### src/rtl/hsync_gen.sv
module hsync_gen #(
  parameter int OFS_W      = 11,
  parameter int LINE_525   = 1716,
  parameter int LINE_525SQ = 1560,
  parameter int LINE_625   = 1728,
  parameter int BEG_RST    = 2,
  parameter int END_RST    = 0,
  parameter int H_BIT      = 4
) (
  input  logic             clk,
  input  logic             rst,
  input  logic [7:0]       vid_byte,
  input  logic [1:0]       std_sel,
  input  logic             cfg_we,
  input  logic [OFS_W-1:0] cfg_beg,
  input  logic [OFS_W-1:0] cfg_end,
  input  logic             cfg_pol,
  output logic             hs_out
);

  typedef enum logic [1:0] {SEEK, GOT_FF, GOT_FF00, GOT_FF0000} mstate_t;

  mstate_t          m_q;
  logic [OFS_W-1:0] cnt_q, beg_q, end_q, line_total;
  logic             pol_q, hs_act;

  wire is_ff   = (vid_byte == 8'hFF);
  wire is_00   = (vid_byte == 8'h00);
  wire eav_hit = (m_q == GOT_FF0000) && vid_byte[H_BIT];
  wire at_last = (cnt_q >= line_total - OFS_W'(1));

  always_comb begin
    case (std_sel)
      2'd1:    line_total = OFS_W'(LINE_525SQ);
      2'd2:    line_total = OFS_W'(LINE_625);
      default: line_total = OFS_W'(LINE_525);
    endcase
  end

  always_ff @(posedge clk) begin
    if (rst)        m_q <= SEEK;
    else if (is_ff) m_q <= GOT_FF;
    else begin
      case (m_q)
        GOT_FF:   m_q <= is_00 ? GOT_FF00 : SEEK;
        GOT_FF00: m_q <= is_00 ? GOT_FF0000 : SEEK;
        default:  m_q <= SEEK;
      endcase
    end
  end

  always_ff @(posedge clk) begin
    if (rst || eav_hit || at_last) cnt_q <= '0;
    else                           cnt_q <= cnt_q + OFS_W'(1);
  end

  always_ff @(posedge clk) begin
    if (rst) begin
      beg_q <= OFS_W'(BEG_RST);
      end_q <= OFS_W'(END_RST);
      pol_q <= 1'b0;
    end else if (cfg_we) begin
      beg_q <= cfg_beg;
      end_q <= cfg_end;
      pol_q <= cfg_pol;
    end
  end

  always_ff @(posedge clk) begin
    if (rst)                 hs_act <= 1'b0;
    else if (cnt_q == beg_q) hs_act <= 1'b1;
    else if (cnt_q == end_q) hs_act <= 1'b0;
  end

  assign hs_out = hs_act ^ pol_q;

  AST_EAV_ZERO: assert property (@(posedge clk) disable iff (rst) eav_hit |=> cnt_q == '0);
  AST_WRAP: assert property (@(posedge clk) disable iff (rst) (cnt_q >= line_total - OFS_W'(1)) |=> cnt_q == '0);
  AST_STEP: assert property (@(posedge clk) disable iff (rst) (!eav_hit && cnt_q < line_total - OFS_W'(1)) |=> cnt_q == $past(cnt_q) + OFS_W'(1));
  AST_RISE: assert property (@(posedge clk) disable iff (rst) (cnt_q == beg_q) |=> hs_act);
  AST_FALL: assert property (@(posedge clk) disable iff (rst) (cnt_q == end_q && cnt_q != beg_q) |=> !hs_act);
  AST_HOLD: assert property (@(posedge clk) disable iff (rst) (cnt_q != beg_q && cnt_q != end_q) |=> $stable(hs_act));
  AST_CFG_LOAD: assert property (@(posedge clk) disable iff (rst) cfg_we |=> (beg_q == $past(cfg_beg) && end_q == $past(cfg_end) && pol_q == $past(cfg_pol)));

endmodule

### config.mk
export PLATFORM = sky130hd
export DESIGN_NAME = hsync_gen
export DESIGN_NICKNAME = d
export VERILOG_FILES = /design/src/rtl/hsync_gen.sv
export SDC_FILE = /design/constraint.sdc
export NUM_CORES = 1
export LEC_CHECK = 0
export CORE_MARGIN = 1
export CORE_UTILIZATION = 47
export DETAILED_ROUTE_END_ITERATION = 8
export PLACE_DENSITY = 0.74
export SLEW_MARGIN = 40
export SYNTH_ARGS = -nofsm -noshare
export SYNTH_HDL_FRONTEND = slang
export SYNTH_SLANG_ARGS = --single-unit
### constraint.sdc
create_clock -name clk -period 2.3 [get_ports clk]
set_clock_uncertainty 0.05 [all_clocks]
set_input_delay 0.69 -clock clk [delete_from_list [all_inputs] [get_ports clk]]
set_output_delay 0.69 -clock clk [all_outputs]
set_load 0.01 [all_outputs]
==> impl_metrics.json, run 1 <==
{
  "finalPower_mw": 1.36,
  "grt_pass1_wl_um": 6640,
  "dieWidth_um": 67.4,
  "antenna_found_initial": 0,
  "crit_arrival_ns": 2.24,
  "r2r_cells": 6,
  "fin_ws_ns": 0.188,
  "rows": 23,
  "synth_sequential_area_ratio": 0.369,
  "wl_per_cell_um": 13.0,
  "ctsHoldBuffers": 0,
  "power_leakage_nw": 1.07,
  "seqCellArea_um2": 741,
  "setup_tns_ns": 0,
  "dr.pass1.iters": 4,
  "grt.overflow.total": 0,
  "dr.first_iter.drc_count": 38,
  "fmax_mhz": 474,
  "clk_pin_slew_ns": 0.07,
  "die_h_um": 67.4,
  "vias": 1519,
  "drv_slew": 0,
  "period_needed_ns": 2.11,
  "grt_max_degree": 25,
  "regToRegStartpoint": "cnt_q[1]",
  "r2r_end": "cnt_q[7]",
  "wl_um": 3930,
  "ys_types": 32,
  "dieArea_mm2": 0.00454,
  "start_kind": "input port",
  "crit_family": "adder cells",
  "syn_to_final_growth_pct": 25.2,
  "syn_area_per_cell_um2": 9.43,
  "outcome": "complete, no violations",
  "grt_pass1_vias": 1467,
  "final_area_mm2": 0.00251,
  "r2r_slack_ns": 0.58,
  "max-vdd-ir-drop_v": 0.000359,
  "multi_input_area_mm2": 0.00116,
  "end_kind": "flop",
  "cts_buffers": 5,
  "drive_gt1_frac": 0.104,
  "finalSetupViolCount": 0,
  "crit_chain": "clkbuf_2 > inv_2 > ha_2 > xor2_1 > ha_1 > nand4_1 > o211a_1 > o221ai_2 > buf_4 > nor2_1",
  "final.period_utilization": 0.918,
  "initial_utilization": 0.495,
  "htreeDepth": 2,
  "cts_tree": "done",
  "drv_cap": 0,
  "powerDensity_mw_per_mm2": 541,
  "hold_start": "hs_act",
  "worstHoldEndpoint": "hs_act",
  "holdPathStages": 2,
  "placed_area_mm2": 0.00239,
  "path_class": "in2reg",
  "synth_nets": 264,
  "pre_cts_ws_ns": -0.518,
  "clock_tree.buffer_depth": 2,
  "drcViolationCount": 0,
  "required_ns": 2.43,
  "place.detailed.hpwl_um": 2930,
  "synth_area_mm2": 0.00201,
  "final_util": 0.619,
  "dp_cells": 293,
  "io_buffer_count": 36,
  "slowest_stage": "ha_1",
  "clk_latency_ns": 0.28,
  "antennaDiodeCount": 0,
  "hold_viol": 0,
  "nets": 302,
  "ios": 37,
  "ctsRootBufferMaster": "clkbuf_8",
  "worst_hold_slack_ns": 0.465,
  "cp.buffers_inverters": 3,
  "worstPathMaxFanout": 4,
  "fill_cells": 339,
  "layout.cells.non_filler": 301,
  "track_usage": 0.203,
  "core_mm2": 0.00406,
  "yosys_warnings": 0,
  "hp-class": "reg2reg",
  "syn_inst": 213,
  "ys_ff_latch": 37,
  "vias_per_cell": 5.05,
  "rsz0062_at_grt": "no",
  "gpl.final_weighted_congestion": 0.744,
  "cts_sinks": 37,
  "ant_nets": 0,
  "cp_slowest_stage_delay_ns": 0.29
}
==> cell type report <==
class | instances | share of cell area
timing repair buffer | 46 | 0.176
sequential | 37 | 0.295
multi-input combinational | 154 | 0.460
clock buffer | 7 | 0.0343
inverter | 7 | 0.0105
tap | 50 | 0.0249
==> synth_stat cells <==
library cell / number / area, um2
o221ai_2: 1 / 15.0
nand2_1: 7 / 26.3
buf_2: 4 / 20.0
xor2_1: 18 / 158
and3_1: 1 / 6.26
buf_6: 7 / 78.8
ha_1: 15 / 188
a211o_1: 1 / 8.76
and4_1: 1 / 8.76
nand4_1: 8 / 50.1
o21ai_0: 1 / 5.00
nand3_1: 6 / 30.0
nor3_1: 3 / 15.0
nor2_1: 36 / 135
o221a_2: 1 / 11.3
nand4b_1: 1 / 8.76
a31oi_1: 1 / 6.26
dfxtp_1: 37 / 741
mux2i_1: 22 / 220
o22ai_1: 1 / 6.26
nor4_1: 5 / 31.3
nor2b_1: 1 / 6.26
a21oi_1: 4 / 20.0
clkbuf_1: 3 / 11.3
xnor2_1: 15 / 131
buf_4: 1 / 7.51
inv_1: 7 / 26.3
nand2b_1: 1 / 6.26
or2b_1: 1 / 7.51
conb_1: 1 / 3.75
o211a_1: 1 / 10.0
o32ai_1: 1 / 8.76
==> timing repair <==
| item | 4_1_cts | 5_1_grt |
|---|---|---|
| pin swaps | 3 | 4 |
| gates cloned | 0 | 0 |
| setup endpoints to repair | 11 | 7 |
| gates resized for setup | 8 | 6 |
| buffers inserted | 0 | 1 |
==> flip-flops by register name (all words and copies together) (netlist names) <==
register,cells
beg_q,11
end_q,11
hs_act,1
cnt_q,11
m_q,2
pol_q,1
==> cells by family after synthesis <==
group	after synthesis	share of synthesized area
simple gates	71	0.165
flops	37	0.369
xor+xnor	33	0.144
mux	22	0.110
buf+inv	22	0.0717
fa+ha+maj	15	0.0935
compound gates	12	0.0455
other cells	1	0.00187
==> how the worst max path moves through the flow <==
stage | from | end | slack, ns | cells past startpoint
2_1_floorplan | std_sel[0] | cnt_q[9] | 0.07 | 9
3_3_place_gp | std_sel[0] | cnt_q[2] | -0.49 | 10
3_5_place_dp | std_sel[0] | cnt_q[3] | -0.52 | 10
4_1_cts | std_sel[0] | cnt_q[9] | 0.09 | 9
5_1_grt | std_sel[0] | cnt_q[7] | 0.08 | 10
6_report | std_sel[0] | cnt_q[7] | 0.19 | 10
==> layer usage <==
layer / up-vias / track usage / wire length (um)
li1: 801 / - / -
met1: 691 / 0.253 / 1860
met2: 23 / 0.334 / 1910
met3: 4 / 0.0557 / 105
met4: 0 / 0.0718 / 56
met5: - / 0 / 0
==> worst reg2reg max path, cell delays in order (launching register included) <==
cell	delay, ns
dfxtp_1	0.50
ha_1	0.32
nand4b_1	0.11
o211a_1	0.23
o221ai_2	0.21
buf_4	0.16
nor2_1	0.04
==> cell usage in the layout, fill, tap and decap left out, drive strengths merged, types with 3 or more instances in the layout <==
cell type / synthesis / final
nand2: 7 / 7
clkbuf: 3 / 9
nor2: 36 / 36
nand4: 8 / 8
nor3: 3 / 3
a21oi: 4 / 4
clkdlybuf4s50: 0 / 34
dfxtp: 37 / 37
xnor2: 15 / 15
mux2i: 22 / 22
nand3: 6 / 6
nor4: 5 / 5
ha: 15 / 15
buf: 12 / 10
inv: 7 / 7
xor2: 18 / 18
==> power breakdown <==
group	internal, mW	switching [mW]
logic	0.132	0.0880
registers	0.671	0.0244
clock network	0.237	0.207
Power figures use the tool's default switching activity.
==> run 2: changes to the inputs <==
--- a/config.mk
+++ b/config.mk
@@ -5,7 +5,8 @@
 export SDC_FILE = /design/constraint.sdc
 export NUM_CORES = 1
 export LEC_CHECK = 0
-export CORE_MARGIN = 1
+export CAP_MARGIN = 10
+export CORE_MARGIN = 10
 export CORE_UTILIZATION = 47
 export DETAILED_ROUTE_END_ITERATION = 8
 export PLACE_DENSITY = 0.74
==> constraint.sdc (replaced) <==
create_clock -name clk -period 1.83 [get_ports clk]
set_clock_uncertainty 0.05 [all_clocks]
set_input_delay 0.549 -clock clk [delete_from_list [all_inputs] [get_ports clk]]
set_output_delay 0.549 -clock clk [all_outputs]
set_load 0.01 [all_outputs]
==> run 2 against run 1 <==
The run now ends with setup timing left. Die area rose by 61%. First-iteration DRC count grew 58%. Global-route usage decreased by 8.2 points. Sequential cell count unchanged. Non-clock buffer count increased by 3. Combinational power rose by 35%. Critical endpoint is now cnt_q[3]. Largest cell class unchanged. Highest routed layer unchanged.
==> impl_metrics.json, run 2 (synthesized netlist as in run 1, its figures left out) <==
{
  "dieArea_mm2": 0.00729,
  "die_h_um": 85.4,
  "r2r_slack_ns": 0.16,
  "io_buffer_count": 36,
  "crit_chain": "buf_12 > inv_12 > ha_4 > xor2_1 > ha_1 > nand4_1 > o211a_1 > o221ai_2 > buf_6 > nor2_1",
  "layout_common_cells": "37 x dfxtp_1, 33 x clkdlybuf4s50_1, 30 x nor2_1",
  "hp-class": "reg2reg",
  "fin_ws_ns": -0.0945,
  "dr.first_iter.drc_count": 60,
  "cts_tree": "done",
  "placed_area_mm2": 0.00247,
  "drv_slew": 0,
  "cts_buffers": 5,
  "antenna_found_initial": 0,
  "final_common_cell": "dfxtp_1",
  "pre_cts_ws_ns": -0.951,
  "fill_cells": 335,
  "required_ns": 1.97,
  "final_util": 0.646,
  "clk_latency_ns": 0.29,
  "grt_pass1_wl_um": 7250,
  "rsz0062_at_grt": "yes",
  "biggestRegsByFlops": "beg_q x11, cnt_q x11, end_q x11",
  "wl_per_cell_um": 14.4,
  "grt_pass1_vias": 1591,
  "outcome": "complete, but fails checks",
  "hold_viol": 0,
  "cp.buffers_inverters": 3,
  "grt.overflow.total": 0,
  "final_area_mm2": 0.00262,
  "end_kind": "flop",
  "ctsRootBufferMaster": "clkbuf_8",
  "vias": 1557,
  "dr.pass1.iters": 4,
  "finalPower_mw": 1.89,
  "clock_tree.buffer_depth": 2,
  "final.period_utilization": 1.05,
  "drv_cap": 0,
  "place.detailed.hpwl_um": 3370,
  "nets": 305,
  "period_needed_ns": 1.92,
  "track_usage": 0.122,
  "setup_tns_ns": -0.914,
  "grt_max_degree": 25,
  "vias_per_cell": 5.10,
  "syn_to_final_growth_pct": 30.5,
  "core_mm2": 0.00406,
  "regToRegStartpoint": "cnt_q[7]",
  "cp-startpoint": "std_sel[0]",
  "htreeDepth": 2,
  "power_leakage_nw": 1.11,
  "cp_slowest_stage_delay_ns": 0.31,
  "cts_sinks": 37,
  "endpoint": "cnt_q[3]",
  "gpl.final_weighted_congestion": 0.789,
  "worstPathMaxFanout": 8,
  "ios": 37,
  "layout.cells.non_filler": 305,
  "powerDensity_mw_per_mm2": 722,
  "r2r_end": "cnt_q[3]",
  "crit_arrival_ns": 2.06,
  "dieWidth_um": 85.4,
  "crit_cells": 10,
  "start_kind": "input port",
  "path_class": "in2reg",
  "fmax_mhz": 520,
  "finalSetupViolCount": 11,
  "failed_checks": "setup timing",
  "worst_hold_slack_ns": 0.470,
  "dp_cells": 298,
  "slowest_stage": "ha_1",
  "wl_um": 4380,
  "crit_family": "adder cells",
  "antennaDiodeCount": 0,
  "rows": 23,
  "r2r_cells": 6,
  "drive_gt1_frac": 0.141,
  "drcViolationCount": 0,
  "clk_pin_slew_ns": 0.07,
  "ant_nets": 0,
  "initial_utilization": 0.495,
  "max-vdd-ir-drop_v": 0.000567
}
-- run 2: cell types whose count changed in the layout (fill, tap and decap cells not counted), moves of 2 or more --
cell	delta
buf_4	+3
clkbuf_2	-2
nor2_1	-6
nor2_2	+6
-- run 2: where the power goes --
| part | internal (mW) | switching (mW) |
|---|---|---|
| logic | 0.173 | 0.123 |
| clock network | 0.444 | 0.284 |
| registers | 0.843 | 0.0249 |
| total | 1.46 | 0.432 |
-- run 2: per-layer routing --
| layer | part of all wire | track usage | routed length, um | up-vias |
|---|---|---|---|---|
| met4 | 0.017 | 0.0539 | 76 | 0 |
| li1 | - | - | - | 797 |
| met5 | 0 | 0 | 0 | - |
| met3 | 0.054 | 0.0497 | 238 | 6 |
| met1 | 0.46 | 0.131 | 2010 | 722 |
| met2 | 0.47 | 0.204 | 2060 | 32 |
-- run 2: area by class of cell --
cell class	count	area (um2)	share of cell area
Multi-Input combinational cell	154	1180	0.450
Sequential cell	37	741	0.283
Timing Repair Buffer	49	484	0.185
Clock buffer	7	86.3	0.0329
Tap cell	50	62.6	0.0239
Inverter	7	38.8	0.0148
Clock inverter	1	30.0	0.0115
-- run 2: worst min path at each step --
stage	from	end	slack [ns]	depth (start not counted)
floorplan	hs_act	hs_act	0.42	2
global placement	end_q[6]	end_q[6]	0.45	2
detailed placement	end_q[1]	end_q[1]	0.46	2
CTS	end_q[1]	end_q[1]	0.47	2
global route	end_q[1]	end_q[1]	0.50	2
finish	pol_q	pol_q	0.47	2
-- run 2: worst reg2reg max path: cells and delay by family, from the launching register on --
kind | cells | cell delay, ns
fa+ha+maj | 1 | 0.34
simple gates | 2 | 0.16
flops | 1 | 0.40
buf+inv | 1 | 0.17
compound gates | 2 | 0.45
-- run 2: timing repair --
| item | in CTS | in global routing |
|---|---|---|
| endpoints found under the setup margin | 12 | 11 |
| setup buffers | 0 | 0 |
| gates resized for setup | 16 | 11 |
| hold buffers | 0 | 0 |
| cloned | 0 | 0 |
| pin swaps | 9 | 5 |
==> run 3: changes to the inputs <==
--- a/config.mk
+++ b/config.mk
@@ -6,10 +6,10 @@
 export NUM_CORES = 1
 export LEC_CHECK = 0
 export CAP_MARGIN = 10
-export CORE_MARGIN = 10
-export CORE_UTILIZATION = 47
+export CORE_MARGIN = 8
+export CORE_UTILIZATION = 35
 export DETAILED_ROUTE_END_ITERATION = 8
-export PLACE_DENSITY = 0.74
+export PLACE_DENSITY = 0.57
 export SLEW_MARGIN = 40
 export SYNTH_ARGS = -nofsm -noshare
 export SYNTH_HDL_FRONTEND = slang
==> run 3 against run 2 <==
The flow still finishes with violations (setup timing). Sequential share of layout area is 0.11 points lower. Via count is 0.51% lower. Non-clock buffer count is 4 higher. Setup slack better by 0.059 ns. First-iteration DRC count is 52% higher. Sequential power hardly changed. Sequential cell count stayed put. Combinational power is 2% lower. Register-to-register slack better by 0.13 ns. Largest power group unchanged. Highest routed layer unchanged.
==> impl_metrics.json, run 3 (synthesized netlist as in run 1, its figures left out) <==
{
  "outcome": "complete, but fails checks",
  "failed_checks": "setup timing",
  "max-vdd-ir-drop_v": 0.000405,
  "worst_hold_slack_ns": 0.468,
  "antenna_found_initial": 0,
  "place.detailed.hpwl_um": 3380,
  "r2r_end": "cnt_q[7]",
  "layout.cells.non_filler": 331,
  "dieWidth_um": 91.7,
  "cts_tree": "done",
  "drive_gt1_frac": 0.151,
  "ctsHoldBuffers": 0,
  "drcViolationCount": 0,
  "gpl.final_weighted_congestion": 0.851,
  "ctsRootBufferMaster": "clkbuf_8",
  "r2r_cells": 6,
  "rsz0062_at_grt": "yes",
  "nets": 309,
  "dieArea_mm2": 0.00842,
  "grt_max_degree": 15,
  "pre_cts_ws_ns": -0.886,
  "wl_um": 4300,
  "period_needed_ns": 1.87,
  "clk_latency_ns": 0.29,
  "final_common_cell": "dfxtp_1",
  "clock_tree.buffer_depth": 2,
  "io_buffer_count": 36,
  "hp-class": "reg2reg",
  "end_kind": "flop",
  "start_kind": "input port",
  "vias_per_cell": 4.68,
  "powerDensity_mw_per_mm2": 653,
  "power_leakage_nw": 1.11,
  "fmax_mhz": 536,
  "vias": 1549,
  "final.period_utilization": 1.02,
  "cts_sinks": 37,
  "regToRegStartpoint": "cnt_q[7]",
  "r2r_slack_ns": 0.29,
  "initial_utilization": 0.362,
  "clk_pin_slew_ns": 0.07,
  "finalPower_mw": 1.72,
  "rows": 27,
  "biggestRegsByFlops": "beg_q x11, cnt_q x11, end_q x11",
  "cts_buffers": 5,
  "drv_cap": 0,
  "dr.pass1.iters": 4,
  "grt_pass1_wl_um": 7360,
  "worstPathMaxFanout": 7,
  "path_class": "in2reg",
  "drv_slew": 0,
  "antennaDiodeCount": 0,
  "htreeDepth": 2,
  "holdPathStages": 2,
  "hold_viol": 0,
  "dr.first_iter.drc_count": 91,
  "ios": 37,
  "ant_nets": 0,
  "grt_pass1_vias": 1628,
  "fin_ws_ns": -0.0358,
  "grt.overflow.total": 0,
  "finalSetupViolCount": 11,
  "core_mm2": 0.00554,
  "setup_tns_ns": -0.298,
  "layout_common_cells": "37 x dfxtp_1, 33 x nor2_1, 33 x clkdlybuf4s50_1",
  "dp_cells": 323,
  "required_ns": 1.96,
  "cp-startpoint": "std_sel[0]",
  "syn_to_final_growth_pct": 31.0,
  "endpoint": "cnt_q[7]",
  "wl_per_cell_um": 13.0,
  "crit_arrival_ns": 2.00,
  "track_usage": 0.107,
  "die_h_um": 91.7
}
==> run 3: per-stage QoR <==
| step | utilization | area (um2) |
|---|---|---|
| floorplan | - | 2050 |
| global placement | 0.452 | 2510 |
| detailed placement | 0.452 | 2510 |
| CTS | 0.470 | 2600 |
| global route | 0.475 | 2630 |
| finish | 0.475 | 2630 |
==> run 3: worst min-delay path by stage <==
stage                     endpoint  slack [ns]  startpoint
after floorplan             hs_act        0.42      hs_act
after global placement       pol_q        0.45       pol_q
after detailed placement    hs_act        0.46      hs_act
after CTS                   hs_act        0.48      hs_act
after global routing      beg_q[5]        0.50    beg_q[5]
final                     beg_q[2]        0.47    beg_q[2]
==> run 3: cell type report <==
type	instances	area (um2)
flip-flops and latches	37	741
multi-input cells	154	1170
fillers	568	2910
clock inverters	3	17.5
inverters	7	38.8
clock buffers	5	68.8
repair buffers	53	502
well taps	72	90.1
==> run 3: critical path, stage by stage <==
cell      delay [ns]
buf_12          0.10
inv_12          0.03
ha_4            0.15
xor2_1          0.15
ha_1            0.29
nand4_1         0.10
o211a_1         0.23
o221ai_2        0.20
buf_6           0.16
nor2_1          0.04
==> run 3: what timing repair did <==
item | CTS | global route
pin swaps | 11 | 10
buffers inserted | 0 | 1
setup endpoints to repair | 12 | 11
gates resized for setup | 16 | 9
==> run 3: where the power goes <==
part,internal [mW],switching (mW),total (mW)
sequential,0.843,0.0250,0.868
clock,0.263,0.297,0.560
combinational,0.173,0.118,0.291
total,1.28,0.440,1.72
==> run 3: per-layer routing <==
layer,vias up,GRT usage,wire length [um]
met3,5,0.0416,287
met5,-,0,0
met2,41,0.170,1950
met4,0,0.0470,59
met1,696,0.125,2010
li1,807,-,-
